<file path="src/rtl/sfir_pkg.sv">
package sfir_pkg;
  parameter int unsigned SFIR_DW       = 16;
  parameter int unsigned SFIR_X_STAGES = 2;  // sample-path depth; sum path is 1
endpackage

</file>
<file path="src/rtl/sfir_dly.sv">
module sfir_dly #(
  parameter int unsigned W     = 8,
  parameter int unsigned DEPTH = 1
) (
  input  logic         clk_i,
  input  logic         rst_ni,
  input  logic [W-1:0] d_i,
  output logic [W-1:0] q_o
);
  if (DEPTH == 0) begin : g_wire
    assign q_o = d_i;
  end else begin : g_regs
    logic [W-1:0] stg [DEPTH];
    for (genvar i = 0; i < DEPTH; i++) begin : g_stg
      if (i == 0) begin : g_first
        always_ff @(posedge clk_i or negedge rst_ni)
          if (!rst_ni) stg[i] <= '0;
          else         stg[i] <= d_i;
      end else begin : g_next
        always_ff @(posedge clk_i or negedge rst_ni)
          if (!rst_ni) stg[i] <= '0;
          else         stg[i] <= stg[i-1];
      end
    end
    assign q_o = stg[DEPTH-1];
  end
endmodule

</file>
<file path="src/rtl/sfir_coef_reg.sv">
module sfir_coef_reg #(
  parameter int unsigned DATA_W = 16
) (
  input  logic              clk_i,
  input  logic              rst_ni,
  input  logic              ld_i,
  input  logic [DATA_W-1:0] d_i,
  output logic [DATA_W-1:0] q_o
);
  always_ff @(posedge clk_i or negedge rst_ni)
    if (!rst_ni)   q_o <= '0;
    else if (ld_i) q_o <= d_i;
endmodule

</file>
<file path="src/rtl/sfir_mac.sv">
module sfir_mac #(
  parameter int unsigned DATA_W = 16
) (
  input  logic              clk_i,
  input  logic              rst_ni,
  input  logic [DATA_W-1:0] coef_i,
  input  logic [DATA_W-1:0] x_i,
  input  logic              x_vld_i,
  input  logic [DATA_W-1:0] y_i,
  input  logic              y_vld_i,
  output logic [DATA_W-1:0] y_o,
  output logic              y_vld_o
);
  // Product bits above DATA_W cannot reach a wrapped sum, so evaluate at DATA_W.
  logic [DATA_W-1:0] sum_d;
  assign sum_d = y_i + coef_i * x_i;

  always_ff @(posedge clk_i or negedge rst_ni)
    if (!rst_ni) begin
      y_o     <= '0;
      y_vld_o <= 1'b0;
    end else begin
      y_o     <= sum_d;
      y_vld_o <= y_vld_i & x_vld_i;
    end
endmodule

</file>
<file path="src/rtl/sfir_pe.sv">
module sfir_pe
  import sfir_pkg::*;
#(
  parameter int unsigned DATA_W   = SFIR_DW,
  parameter int unsigned X_STAGES = SFIR_X_STAGES
) (
  input  logic              clk_i,
  input  logic              rst_ni,
  input  logic [DATA_W-1:0] coef_i,
  input  logic              coef_ld_i,
  input  logic [DATA_W-1:0] x_i,
  input  logic              x_vld_i,
  input  logic [DATA_W-1:0] y_i,
  input  logic              y_vld_i,
  output logic [DATA_W-1:0] x_o,
  output logic              x_vld_o,
  output logic [DATA_W-1:0] y_o,
  output logic              y_vld_o
);
  localparam int unsigned XW     = DATA_W + 1;   // sample plus valid
  localparam int unsigned X_TAIL = X_STAGES - 1; // stages after the input register

  logic [DATA_W-1:0] coef_q;
  logic [XW-1:0]     x_head_q;
  logic [XW-1:0]     x_tail_q;

  sfir_coef_reg #(.DATA_W(DATA_W)) u_coef (
    .clk_i (clk_i),
    .rst_ni(rst_ni),
    .ld_i  (coef_ld_i),
    .d_i   (coef_i),
    .q_o   (coef_q)
  );

  sfir_dly #(.W(XW), .DEPTH(1)) u_x_in (
    .clk_i (clk_i),
    .rst_ni(rst_ni),
    .d_i   ({x_vld_i, x_i}),
    .q_o   (x_head_q)
  );

  sfir_dly #(.W(XW), .DEPTH(X_TAIL)) u_x_out (
    .clk_i (clk_i),
    .rst_ni(rst_ni),
    .d_i   (x_head_q),
    .q_o   (x_tail_q)
  );

  sfir_mac #(.DATA_W(DATA_W)) u_mac (
    .clk_i  (clk_i),
    .rst_ni (rst_ni),
    .coef_i (coef_q),
    .x_i    (x_head_q[DATA_W-1:0]),
    .x_vld_i(x_head_q[DATA_W]),
    .y_i    (y_i),
    .y_vld_i(y_vld_i),
    .y_o    (y_o),
    .y_vld_o(y_vld_o)
  );

  assign x_o     = x_tail_q[DATA_W-1:0];
  assign x_vld_o = x_tail_q[DATA_W];
endmodule

</file>
<file path="config.mk">
export PLATFORM = sky130hd
export DESIGN_NAME = sfir_pe
export DESIGN_NICKNAME = d
export VERILOG_FILES = /design/src/rtl/sfir_pkg.sv /design/src/rtl/sfir_dly.sv /design/src/rtl/sfir_coef_reg.sv /design/src/rtl/sfir_mac.sv /design/src/rtl/sfir_pe.sv
export SDC_FILE = /design/constraint.sdc
export NUM_CORES = 1
export LEC_CHECK = 0
export BUFFER_PORTS_ARGS = -buffer_cell sky130_fd_sc_hd__buf_2
export CAP_MARGIN = 20
export CORE_MARGIN = 2
export CORE_UTILIZATION = 25
export CTS_BUF_LIST = sky130_fd_sc_hd__clkbuf_4
export DETAILED_ROUTE_END_ITERATION = 6
export PLACE_DENSITY = 0.41
export SLEW_MARGIN = 30
export SYNTH_ARGS = -nofsm -noshare
export SYNTH_HDL_FRONTEND = slang
export SYNTH_SLANG_ARGS = --single-unit
</file>
<file path="constraint.sdc">
create_clock -name clk_i -period 8.5 [get_ports clk_i]
set_clock_uncertainty 0.2 [all_clocks]
set_input_delay 2.55 -clock clk_i [delete_from_list [all_inputs] [get_ports clk_i]]
set_output_delay 2.55 -clock clk_i [all_outputs]
set_load 0.05 [all_outputs]
</file>
Word-level counts from Yosys, hierarchy flattened
Cells that the tools add are included.
{"block": "classes", "n_mul": 1, "bitwise": 1, "addsub": 1}
{"cell": "adder 16 bit", "count": 1}
{"cell": "multiplier 16 x 16 -> 16 bit", "count": 1}
{"cell": "AND 1 bit", "count": 1}
{"block": "totals", "output_inout_bits": 34, "word_cells": 8, "reg_bits": 67, "input_bits": 53}

Depth between registers and ports, before layout
Gate-level depths: netlist of the first run.
{"block": "logic_depth", "ltp_word": 2, "depth_mapped": 20, "depth_no_buf": 19}

Cells and area by module
From an unflattened synthesis of the first run, not the netlist that was laid out.
{"block": "unflattened", "cells_unflattened": 618, "hier_area_um2": 6371.1}
{"module": "sfir_mac", "seq_area_each_um2": 425.4, "n_inst": 1, "cells_per_inst": 550, "area_per_inst_um2": 4870.9}
{"module": "sfir_dly", "seq_area_each_um2": 425.4, "n_inst": 2, "cells_per_inst": 17, "area_per_inst_um2": 425.4}
{"module": "sfir_coef_reg", "seq_area_each_um2": 400.4, "n_inst": 1, "cells_per_inst": 34, "area_per_inst_um2": 649.4}

Least setup slack after synthesis of the first run
Ideal clock, no wire load.
{"block": "synth_timing", "path_kind": "input -> register", "startpoint": "input y_i[8]", "endpoint": "register u_mac.y_o[15]", "stages": 14, "required_ns": 8.175, "arrival_ns": 5.845, "slack_ns": 2.330, "n_path_buf": 0, "setup_ns": 0.125, "path_cell_list": "inv_1 > fa_1 > inv_1 > fa_1 > inv_1 > fa_1 > fa_1 > inv_1 > ha_1 > or3_1 > o22ai_1 > o21ai_1 > a31oi_1 > xnor2_1"}
{"block": "synth_via", "elab_chain_len": 1}
{"element": "start, declared", "line": "sfir_pe.sv:13", "source": "input logic [DATA_W-1:0] y_i,"}
{"element": "adder 16 bit", "line": "sfir_mac.sv:16", "source": "assign sum_d = y_i + coef_i * x_i;"}
{"element": "net u_mac.sum_d[15]", "line": "sfir_mac.sv:15", "source": "logic [DATA_W-1:0] sum_d;"}
{"element": "end signal, assigned", "line": "sfir_mac.sv:23", "source": "y_o <= sum_d;"}
{"element": "end, declared", "line": "sfir_mac.sv:11", "source": "output logic [DATA_W-1:0] y_o,"}
The timed path passes the listed nets, and every way through them passes these cells.
A chain may end at the register's enable or synchronous reset.

Worst setup path in the final report of the first run
Same ends and word-level chain as after synthesis.

==> run_results.csv, run 1 <==
group,metric,value,unit
setup_path,crit_required,8.67,ns
final_layout,multi_input_area,3940,µm²
synth,ys_seq_area_frac,0.267,
power_and_ir_drop,finalPower,3200,µW
setup_path,path_cells,"buf_2 > inv_1 > fa_1 > inv_1 > fa_1 > inv_1 > fa_1 > fa_1 > inv_1 > ha_1 > or3_1 > o22ai_1 > o21ai_1 > a31oi_1 > xnor2_1",
final_layout,layout-drive-gt1-share,0.174,
global_routing,use_met2,0.202,
setup_path,cp_top_family,"adder cells",
final_layout,syn_to_final_growth,15.0,%
synth,yosys.area_share.adder,0.403,
clock_network,clock_sinks,67,
global_routing,antenna_found_initial,1,
timing,period_share,0.713,
synth,synth_simple_gate_area_share,0.113,
power_and_ir_drop,p_per_area,442,nW/µm²
timing,slew_violations,0,
synth,synthMuxAreaShare,0.0287,
global_routing,grt_pass1_wl,24000,µm
min_path,holdCritPathClass,"reg2reg",
route,detail_route.wl_per_cell,14.0,µm
final_layout,design_area,7230,µm²
job,drv_cap,0,
synth,synth.cell_area,6280,µm²
place,placed_cells,1016,
setup_path,cp_max_fo,4,
clock_network,cts-htree-levels,3,
power_and_ir_drop,vdd_drop_max,0.000312,V
synth,synth-compound-area-share,0.0225,
route,vias_per_cell,3.95,
clock_network,cts_resized,0,
synth,syn_area_per_cell,10.2,µm²
timing,rsz0062_at_grt,"no",
place,place_area,7060,µm²
setup_path,critPathKind,"in2reg",
place,globalplace.congestion,0.740,
final_layout,finalNonFillerCells,1033,
final_layout,final_nets,896,
synth,syn_inst,618,
synth,synth_top_family_by_area,"adder cells",
timing,worst_pin_slew,0.798,ns
clock_network,clkTransAtPathRegs,0.12,ns
route,firstDrtPassIters,5,
synth,ys_ff_latch,67,
place,place_ws,1.97,ns
global_routing,met1_usage,0.158,
global_routing,grt_overflow,0,
final_layout,seqCellArea,1680,µm²
clock_network,cts_root_buf,"clkbuf_4",
clock_network,cts_hold_buf,0,
synth,yosys.cell_types.count,33,
clock_network,cts_setup_buffers,0,
place,post-dp-hpwl,11600,µm
synth,yosys_warnings,0,
floorplan,die_x,163,µm
floorplan,ioPinCount,87,
global_routing,grt_max_degree,68,
global_routing,track_usage,0.120,
clock_network,insertion_delay,0.45,ns
clock_network,cts_buffers,9,
power_and_ir_drop,leakagePower,0.00371,µW
setup_path,cp-start-kind,"primary input",
global_routing,use_met3,0.0229,
floorplan,fp-row-count,58,
route,antenna_left,0,
setup_path,crit_path_end_kind,"register",
synth,syn_nets,817,
global_routing,globalRoute.busiestLayer,"met2",
timing,finalSetupViolCount,0,
timing,setup-tns-final,0,ns
clock_network,cts_buffer_depth,2,
run_status,status,"finished, final reports clean",
global_routing,grt_pass1_vias,4522,
floorplan,initial_core_util,0.252,
synth,synthXorXnorAreaFrac,0.0591,
timing,fin_ws,2.44,ns
final_layout,fillCellCount,2665,
floorplan,core_area,24900,µm²
clock_network,tritoncts,"yes",
route,num_vias,4079,
route,finalWirelength,14400,µm
route,drc,0,
setup_path,arrival,6.23,ns
setup_path,crit_buf_inv,5,
timing,final_hold_viol_count,0,
floorplan,die-area,26400,µm²
setup_path,crit_slowest_cell,"fa_1",
timing,maxSlewHeadroom,0.468,
floorplan,die_h,163,µm
route,drt_iter0_drc,174,
timing,max_freq,0.165,GHz
setup_path,slowest_delay,0.53,ns
timing,fin_crit,6.06,ns
place,portBuffers,86,
-- power breakdown --
group / total [µW] / internal, µW / leakage [µW] / switching [µW]
combinational: 2480 / 1120 / 0.00283 / 1360
sequential: 460 / 412 / 0.000782 / 47.8
clock: 256 / 121 / 0.0000911 / 134
-- per-layer routing --
layer  up-vias  wire length (µm)
li1       1951                 -
met1      2027              6650
met2        88              6970
met3        13               616
met4         0               184
met5         -                 0
-- final timing paths --
kind	from	endpoint	slack [ns]	cells past startpoint
setup / recovery	y_i[8]	u_mac.y_o[15]	2.44	15
hold / removal	u_x_in.q_o[16]	u_x_out.q_o[16]	0.19	0
setup reg to reg	u_x_in.q_o[1]	u_mac.y_o[15]	2.83	19
hold reg to reg	u_x_in.q_o[16]	u_x_out.q_o[16]	0.19	0
max in group asynchronous	rst_ni	u_mac.y_o[6]	5.77	1
min in group asynchronous	rst_ni	u_coef.q_o[14]	1.86	1
-- sequential cells by signal, indices dropped and copies added (netlist names) --
signal / cells
u_mac.y_vld_o: 1
u_mac.y_o: 16
u_x_in.q_o: 17
u_x_out.q_o: 17
u_coef.q_o: 16
-- cells in the mapped netlist (all sizes together) --
| library cell | n | area, µm² |
|---|---|---|
| and2 | 52 | 325 |
| xnor3 | 1 | 22.5 |
| buf | 4 | 18.8 |
| a21o | 3 | 22.5 |
| mux2 | 16 | 180 |
| or2 | 1 | 6.26 |
| or3 | 1 | 6.26 |
| nand4 | 1 | 6.26 |
| a21oi | 6 | 30.0 |
| o22ai | 1 | 6.26 |
| xor2 | 8 | 70.1 |
| o31a | 1 | 8.76 |
| a31oi | 1 | 6.26 |
| o21bai | 1 | 7.51 |
| o21ai | 4 | 20.0 |
| nand2b | 2 | 12.5 |
| dfrtp | 67 | 1680 |
| xnor2 | 31 | 279 |
| nand2 | 86 | 325 |
| nor2 | 3 | 11.3 |
| inv | 160 | 601 |
| o21ba | 1 | 10.0 |
| clkbuf | 14 | 52.6 |
| fa | 94 | 1880 |
| nor3 | 1 | 5.00 |
| ha | 52 | 651 |
| o21a | 4 | 30.0 |
| nor2b | 1 | 6.26 |
| nand3 | 1 | 5.00 |
-- through the flow --
stage                     hold slack [ns]   util
after floorplan                     0.146      -
after global placement              0.167  0.284
after detailed placement            0.172  0.284
after CTS                           0.196  0.290
after global routing                0.205  0.290
final                               0.186  0.290
-- layout make-up --
type / count / area share
repair buffers: 86 / 0.0604
clock buffers: 9 / 0.00935
clock inverters: 7 / 0.0133
multi-input cells: 373 / 0.544
well taps: 330 / 0.0571
flip-flops and latches: 67 / 0.232
diodes: 1 / 0.000346
inverters: 160 / 0.0831
-- layout by cell type, fill, tap and decap left out, drive strengths merged --
master	n
dfrtp	67
o21bai	1
mux2	16
diode	1
nand2	86
fa	94
or2	1
nor3	1
clkbuf	9
o21ai	4
nand2b	2
xnor3	1
xor2	8
o31a	1
o22ai	1
or3	1
o21a	4
nor2	3
nand4	1
nor2b	1
a31oi	1
o21ba	1
and2	52
clkinv	2
inv	163
buf	86
nand3	1
xnor2	31
a21oi	6
bufinv	2
ha	52
a21o	3
-- kinds of logic (layout without fill, tap and decap cells) --
| logic type | Yosys count | after routing |
|---|---|---|
| buffers and inverters | 178 | 262 |
| adders and majority gates | 146 | 146 |
| and+or+nand+nor | 149 | 149 |
| DFF | 67 | 67 |
| xor gates and xnor gates | 40 | 40 |
| AOI/OAI and AO/OA | 22 | 22 |
| muxes | 16 | 16 |
| other | 0 | 1 |
Power figures use the tool's default switching activity.
==> run 2: changes to the inputs <==
--- a/config.mk
+++ b/config.mk
@@ -5,13 +5,14 @@
 export SDC_FILE = /design/constraint.sdc
 export NUM_CORES = 1
 export LEC_CHECK = 0
+export ABC_AREA = 1
 export BUFFER_PORTS_ARGS = -buffer_cell sky130_fd_sc_hd__buf_2
 export CAP_MARGIN = 20
 export CORE_MARGIN = 2
 export CORE_UTILIZATION = 25
 export CTS_BUF_LIST = sky130_fd_sc_hd__clkbuf_4
 export DETAILED_ROUTE_END_ITERATION = 6
-export PLACE_DENSITY = 0.41
+export PLACE_DENSITY = 0.42
 export SLEW_MARGIN = 30
 export SYNTH_ARGS = -nofsm -noshare
 export SYNTH_HDL_FRONTEND = slang
==> constraint.sdc (replaced) <==
create_clock -name clk_i -period 5.15 [get_ports clk_i]
set_clock_uncertainty 0.2 [all_clocks]
set_input_delay 1.545 -clock clk_i [delete_from_list [all_inputs] [get_ports clk_i]]
set_output_delay 1.545 -clock clk_i [all_outputs]
set_load 0.05 [all_outputs]
==> run 2 against run 1 <==
Flip-flop and latch count unchanged. Design area increased by 15%. Core utilization increased by 2.6 points. Sequential share of layout area decreased by 2.8 points. Die area increased by 6.6%. Cell count increased by 23%. Non-clock buffer count increased by 68. Critical path depth increased by 6. Hold slack improved by 0.010 ns. Synthesized area increased by 6.7%. First-iteration DRC count decreased by 2.9%. Register-to-register slack got worse by 2.8 ns.
==> run_results.csv, run 2 <==
group,metric,value,unit
run_status,status,"finished, final reports clean",
place,post-dp-hpwl,13800,µm
place,globalplace.congestion,0.800,
clock_network,clkTransAtPathRegs,0.13,ns
floorplan,initial_core_util,0.256,
floorplan,die_x,168,µm
final_layout,layout-drive-gt1-share,0.251,
setup_path,r2r_start,"u_coef.q_o[10]",
setup_path,cp-start-kind,"register",
synth,synth_edf_count,0,
floorplan,ioPinCount,87,
setup_path,ff2ff_setup_slack,0.02,ns
synth,yosysTopAreaCell,"fa_1",
place,portBuffers,86,
timing,max_freq,0.195,GHz
floorplan,die-area,28200,µm²
synth,yosys.cell_types.count,26,
route,antenna_left,0,
synth,yosys_warnings,0,
setup_path,arrival,5.28,ns
min_path,holdCritPathClass,"reg2reg",
timing,maxSlewHeadroom,0.557,
setup_path,worstReg2RegEnd,"u_mac.y_o[14]",
timing,final_hold_viol_count,0,
synth,syn_inst,787,
synth,syn_area_per_cell,8.52,µm²
timing,rsz0062_at_grt,"yes",
clock_network,cts_buffer_depth,2,
route,firstDrtPassIters,6,
route,drc,0,
timing,whs,0.197,ns
final_layout,finalNonFillerCells,1269,
synth,synth_top_area_share,0.281,
clock_network,cts_root_buf,"clkbuf_4",
setup_path,r2r_cells,21,
global_routing,grt_pass1_vias,5203,
clock_network,tritoncts,"yes",
setup_path,cp_max_fo,6,
final_layout,multi_input_area,4100,µm²
synth,synthTopCellsByCount,"inv_1, nand2_1, fa_1, dfrtp_1, ha_1",
final_layout,syn_to_final_growth,23.6,%
synth,async_flop_share,1.00,
min_path,min_to,"u_x_out.q_o[16]",
global_routing,antenna_found_initial,1,
route,drt_iter0_drc,169,
floorplan,fp-row-count,59,
route,detail_route.wl_per_cell,13.2,µm
timing,finalSetupViolCount,0,
timing,period_share,0.996,
global_routing,grt_pass1_wl,27300,µm
synth,ys_ff_latch,67,
timing,fin_crit,5.13,ns
clock_network,insertion_delay,0.47,ns
job,drv_cap,0,
setup_path,critPathKind,"reg2reg",
synth,syn_nets,986,
floorplan,die_h,168,µm
clock_network,cts_buffers,9,
min_path,holdCritStartpoint,"u_x_in.q_o[16]",
timing,worst_pin_slew,0.665,ns
place,placed_cells,1238,
route,num_vias,5060,
global_routing,grt_max_degree,68,
synth,synth_top_flop_cell,"dfrtp_1",
synth,ys_top_cells_by_area,"fa_1, dfrtp_1, inv_1",
clock_network,clock_sinks,67,
synth,yosysMostFrequentCell,"inv_1",
final_layout,reg_top3,"u_x_in.q_o x17, u_x_out.q_o x17",
synth,ys_seq_area_frac,0.250,
final_layout,final_cell_mix,"inv_1, nand2_1, fa_1",
route,vias_per_cell,3.99,
global_routing,grt_overflow,0,
final_layout,final_nets,1126,
setup_path,crit_required,5.30,ns
clock_network,cts-htree-levels,3,
global_routing,track_usage,0.126,
floorplan,core_area,26200,µm²
setup_path,crit_path_end_kind,"register",
route,finalWirelength,16700,µm
timing,fin_ws,0.0217,ns
min_path,holdPathStages,0,
synth,synth.cell_area,6710,µm²
final_layout,fillCellCount,2812,
timing,slew_violations,0,
place,place_ws,-0.117,ns
final_layout,layout_commonest_cell,"inv_1",
final_layout,seqCellArea,1690,µm²
==> run 2: changes by cell type after synthesis, sizes merged, moves of 3 or more <==
cell | previous run | this run
a21oi | 6 | 9
and2 | 52 | 0
buf | 4 | 11
inv | 160 | 247
nand2 | 86 | 217
nand3 | 1 | 30
o21a | 4 | 0
xnor2 | 31 | 5
==> run 2: timing repair <==
item                                    in CTS  in global routing
hold buffers                                 0                  0
endpoints found under the setup margin       4                  6
pin swaps                                    0                 19
buffers inserted                             0                 13
cloned                                       0                  0
resized for setup                            7                 39
==> run 2: logic make-up after synthesis <==
kind of cell | share of synthesized area
adders and majority gates | 0.378
xor gates and xnor gates | 0.0183
DFF | 0.250
muxes | 0.0269
and+or+nand+nor | 0.155
AOI/OAI and AO/OA | 0.0153
buffers and inverters | 0.157
==> run 2: through the flow <==
step	utilization	instance area, µm²	TNS [ns]
after floorplan	-	6740	0
after global placement	0.301	7880	-0.485
after detailed placement	0.301	7880	-0.533
after CTS	0.307	8050	-0.00169
after global routing	0.316	8290	-0.598
final	0.316	8290	0
==> run 2: worst max path at each step <==
stage	from	depth (start not counted)	endpoint	slack [ns]
final	u_coef.q_o[10]	21	u_mac.y_o[14]	0.02
after global routing	u_coef.q_o[10]	21	u_mac.y_o[14]	-0.16
after CTS	u_coef.q_o[9]	22	u_mac.y_o[15]	-0.002
after detailed placement	y_i[10]	19	u_mac.y_o[13]	-0.12
after global placement	y_i[10]	19	u_mac.y_o[13]	-0.11
after floorplan	u_x_in.q_o[4]	24	u_mac.y_o[15]	0.02
==> run 2: layout make-up <==
cell class | instances | share of cell area
tap | 335 | 0.0506
clock inverter | 7 | 0.0112
multi-input combinational | 447 | 0.495
clock buffer | 9 | 0.00815
inverter | 248 | 0.112
sequential | 67 | 0.204
antenna | 2 | 0.000604
timing repair buffer | 154 | 0.118
==> run 2: critical path: stages (launching register included) <==
cell	delay, ns
dfrtp_2	0.48
nand2_2	0.09
inv_2	0.04
fa_1	0.54
inv_2	0.04
fa_1	0.52
inv_1	0.05
fa_1	0.51
inv_2	0.04
fa_1	0.52
inv_1	0.05
fa_1	0.47
inv_1	0.05
fa_1	0.47
inv_1	0.04
ha_1	0.29
buf_4	0.16
nand2_1	0.07
nor2_2	0.04
nand3_1	0.07
nand4_1	0.11
xor2_1	0.18
==> run 2: metal layers <==
| metal | routed length, µm | up-vias | global-route usage |
|---|---|---|---|
| li1 | - | 2514 | - |
| met1 | 7820 | 2435 | 0.168 |
| met2 | 8050 | 91 | 0.211 |
| met3 | 545 | 20 | 0.0212 |
| met4 | 315 | 0 | 0.0386 |
| met5 | 0 | - | 0 |
Power of run 2 is left out: the tool's default activity adds up to more than one toggle a clock period on the data nets, which glitch-free logic cannot reach.
==> run 3: changes to the inputs <==
--- a/config.mk
+++ b/config.mk
@@ -10,9 +10,10 @@
 export CAP_MARGIN = 20
 export CORE_MARGIN = 2
 export CORE_UTILIZATION = 25
-export CTS_BUF_LIST = sky130_fd_sc_hd__clkbuf_4
+export CTS_BUF_LIST = sky130_fd_sc_hd__clkbuf_4 sky130_fd_sc_hd__clkbuf_8
 export DETAILED_ROUTE_END_ITERATION = 6
 export PLACE_DENSITY = 0.42
+export SKIP_LAST_GASP = 1
 export SLEW_MARGIN = 30
 export SYNTH_ARGS = -nofsm -noshare
 export SYNTH_HDL_FRONTEND = slang
==> run 3 against run 2 <==
Global-route usage is essentially flat. Maximum frequency grew 0.43%. Setup slack gained 0.022 ns. Core utilization grew 0.14 points. Cell count shrank 0.32%. Non-clock buffer count shrank 2. Hold slack lost 0.0095 ns. Largest cell class unchanged. Highest routed layer unchanged.
==> run_results.csv, run 3 (synthesized netlist as in run 2, its figures left out) <==
group,metric,value,unit
route,finalWirelength,16700,µm
final_layout,final_cell_mix,"inv_1, nand2_1, fa_1",
final_layout,reg_top3,"u_x_in.q_o x17, u_x_out.q_o x17",
clock_network,cts-htree-levels,3,
floorplan,ioPinCount,87,
setup_path,r2r_cells,23,
global_routing,track_usage,0.127,
floorplan,initial_core_util,0.256,
clock_network,tritoncts,"yes",
route,firstDrtPassIters,6,
min_path,holdCritPathClass,"reg2reg",
setup_path,cp-start-kind,"register",
place,globalplace.congestion,0.800,
clock_network,cts_buffer_depth,2,
floorplan,die-area,28200,µm²
final_layout,multi_input_area,4090,µm²
place,portBuffers,86,
setup_path,critPathKind,"reg2reg",
timing,slew_violations,0,
global_routing,met1_usage,0.168,
timing,maxSlewHeadroom,0.559,
clock_network,cts_hold_buf,0,
route,num_vias,5038,
timing,rsz0062_at_grt,"yes",
global_routing,grt_pass1_wl,27300,µm
place,post-dp-hpwl,13800,µm
final_layout,fillCellCount,2803,
floorplan,fp-row-count,59,
global_routing,grt_pass1_vias,5191,
global_routing,use_met2,0.214,
final_layout,antennaDiodeCount,0,
setup_path,arrival,5.19,ns
final_layout,final_nets,1124,
setup_path,crit_path_end_kind,"register",
final_layout,syn_to_final_growth,24.1,%
timing,finalSetupViolCount,0,
floorplan,core_area,26200,µm²
clock_network,cts_buffers,9,
route,antenna_left,0,
place,placed_cells,1238,
clock_network,clkTransAtPathRegs,0.10,ns
timing,period_share,0.992,
global_routing,use_met3,0.0219,
timing,worst_pin_slew,0.662,ns
route,vias_per_cell,3.98,
run_status,status,"finished, final reports clean",
route,drc,0,
clock_network,clock_sinks,67,
timing,max_freq,0.196,GHz
job,drv_cap,0,
global_routing,globalRoute.busiestLayer,"met2",
route,detail_route.wl_per_cell,13.2,µm
global_routing,grt_max_degree,68,
route,drt_iter0_drc,173,
setup_path,crit_required,5.23,ns
final_layout,layout-drive-gt1-share,0.249,
floorplan,die_x,168,µm
floorplan,die_h,168,µm
final_layout,finalNonFillerCells,1265,
clock_network,insertion_delay,0.38,ns
final_layout,layout_commonest_cell,"inv_1",
timing,fin_crit,5.11,ns
timing,final_hold_viol_count,0,
clock_network,cts_root_buf,"clkbuf_8",
setup_path,cp_max_fo,6,
final_layout,seqCellArea,1690,µm²
global_routing,grt_overflow,0,
min_path,holdPathStages,0,
global_routing,antenna_found_initial,0,
-- run 3: changes by cell type in the layout (fill, tap and decap cells not counted), moves of 2 or more --
cell and change:
clkbuf_8 +10, clkbuf_4 -9, diode_2 -2, nand2_4 -2, buf_4 -2
-- run 3: cell type report --
cell class	instances	area share
multi-input cells	447	0.492
well taps	335	0.0504
repair buffers	152	0.116
inverters	248	0.112
flip-flops and latches	67	0.203
clock buffers	10	0.0165
clock inverters	6	0.0107
-- run 3: final timing paths --
kind,start,to,slack (ns)
max in group asynchronous,rst_ni,u_x_in.q_o[2],3.26
min,u_x_in.q_o[16],u_x_out.q_o[16],0.19
max,u_coef.q_o[10],u_mac.y_o[15],0.04
min in group asynchronous,rst_ni,u_mac.y_o[6],0.96
max reg2reg,u_coef.q_o[10],u_mac.y_o[15],0.04
min reg2reg,u_x_in.q_o[16],u_x_out.q_o[16],0.19
-- run 3: per-stage QoR --
step	setup slack [ns]	util	cell area [µm²]	hold slack [ns]	setup TNS (ns)
after floorplan	0.0153	-	6740	0.149	0
after global placement	-0.107	0.301	7880	0.163	-0.485
after detailed placement	-0.117	0.301	7880	0.166	-0.533
after CTS	0.000344	0.310	8130	0.185	0
after global routing	-0.160	0.318	8320	0.190	-0.559
final	0.0435	0.318	8320	0.187	0
-- run 3: timing repair --
action | CTS | global route
buffers inserted | 0 | 11
pin swaps | 1 | 14
endpoints found under the setup margin | 4 | 6
resized for setup | 10 | 33
-- run 3: metal layers --
metal / share of wire / up-vias
met1: 0.47 / 2421
li1: - / 2506
met5: 0 / -
met2: 0.49 / 95
met4: 0.013 / 0
met3: 0.034 / 16
-- run 3: worst max-delay path, stage by stage, from the launching register on --
cell	delay, ns
dfrtp_2	0.46
nand2_2	0.09
inv_2	0.04
fa_1	0.54
inv_2	0.04
fa_1	0.52
inv_1	0.05
fa_1	0.51
inv_2	0.04
fa_1	0.52
inv_1	0.05
fa_1	0.47
inv_1	0.05
fa_1	0.47
inv_1	0.04
ha_1	0.29
nand4_1	0.07
inv_1	0.05
nand2_1	0.06
o211ai_1	0.07
a31oi_1	0.18
inv_1	0.06
nand3_1	0.08
nand2_1	0.05
Power of run 3 is left out for the same reason.
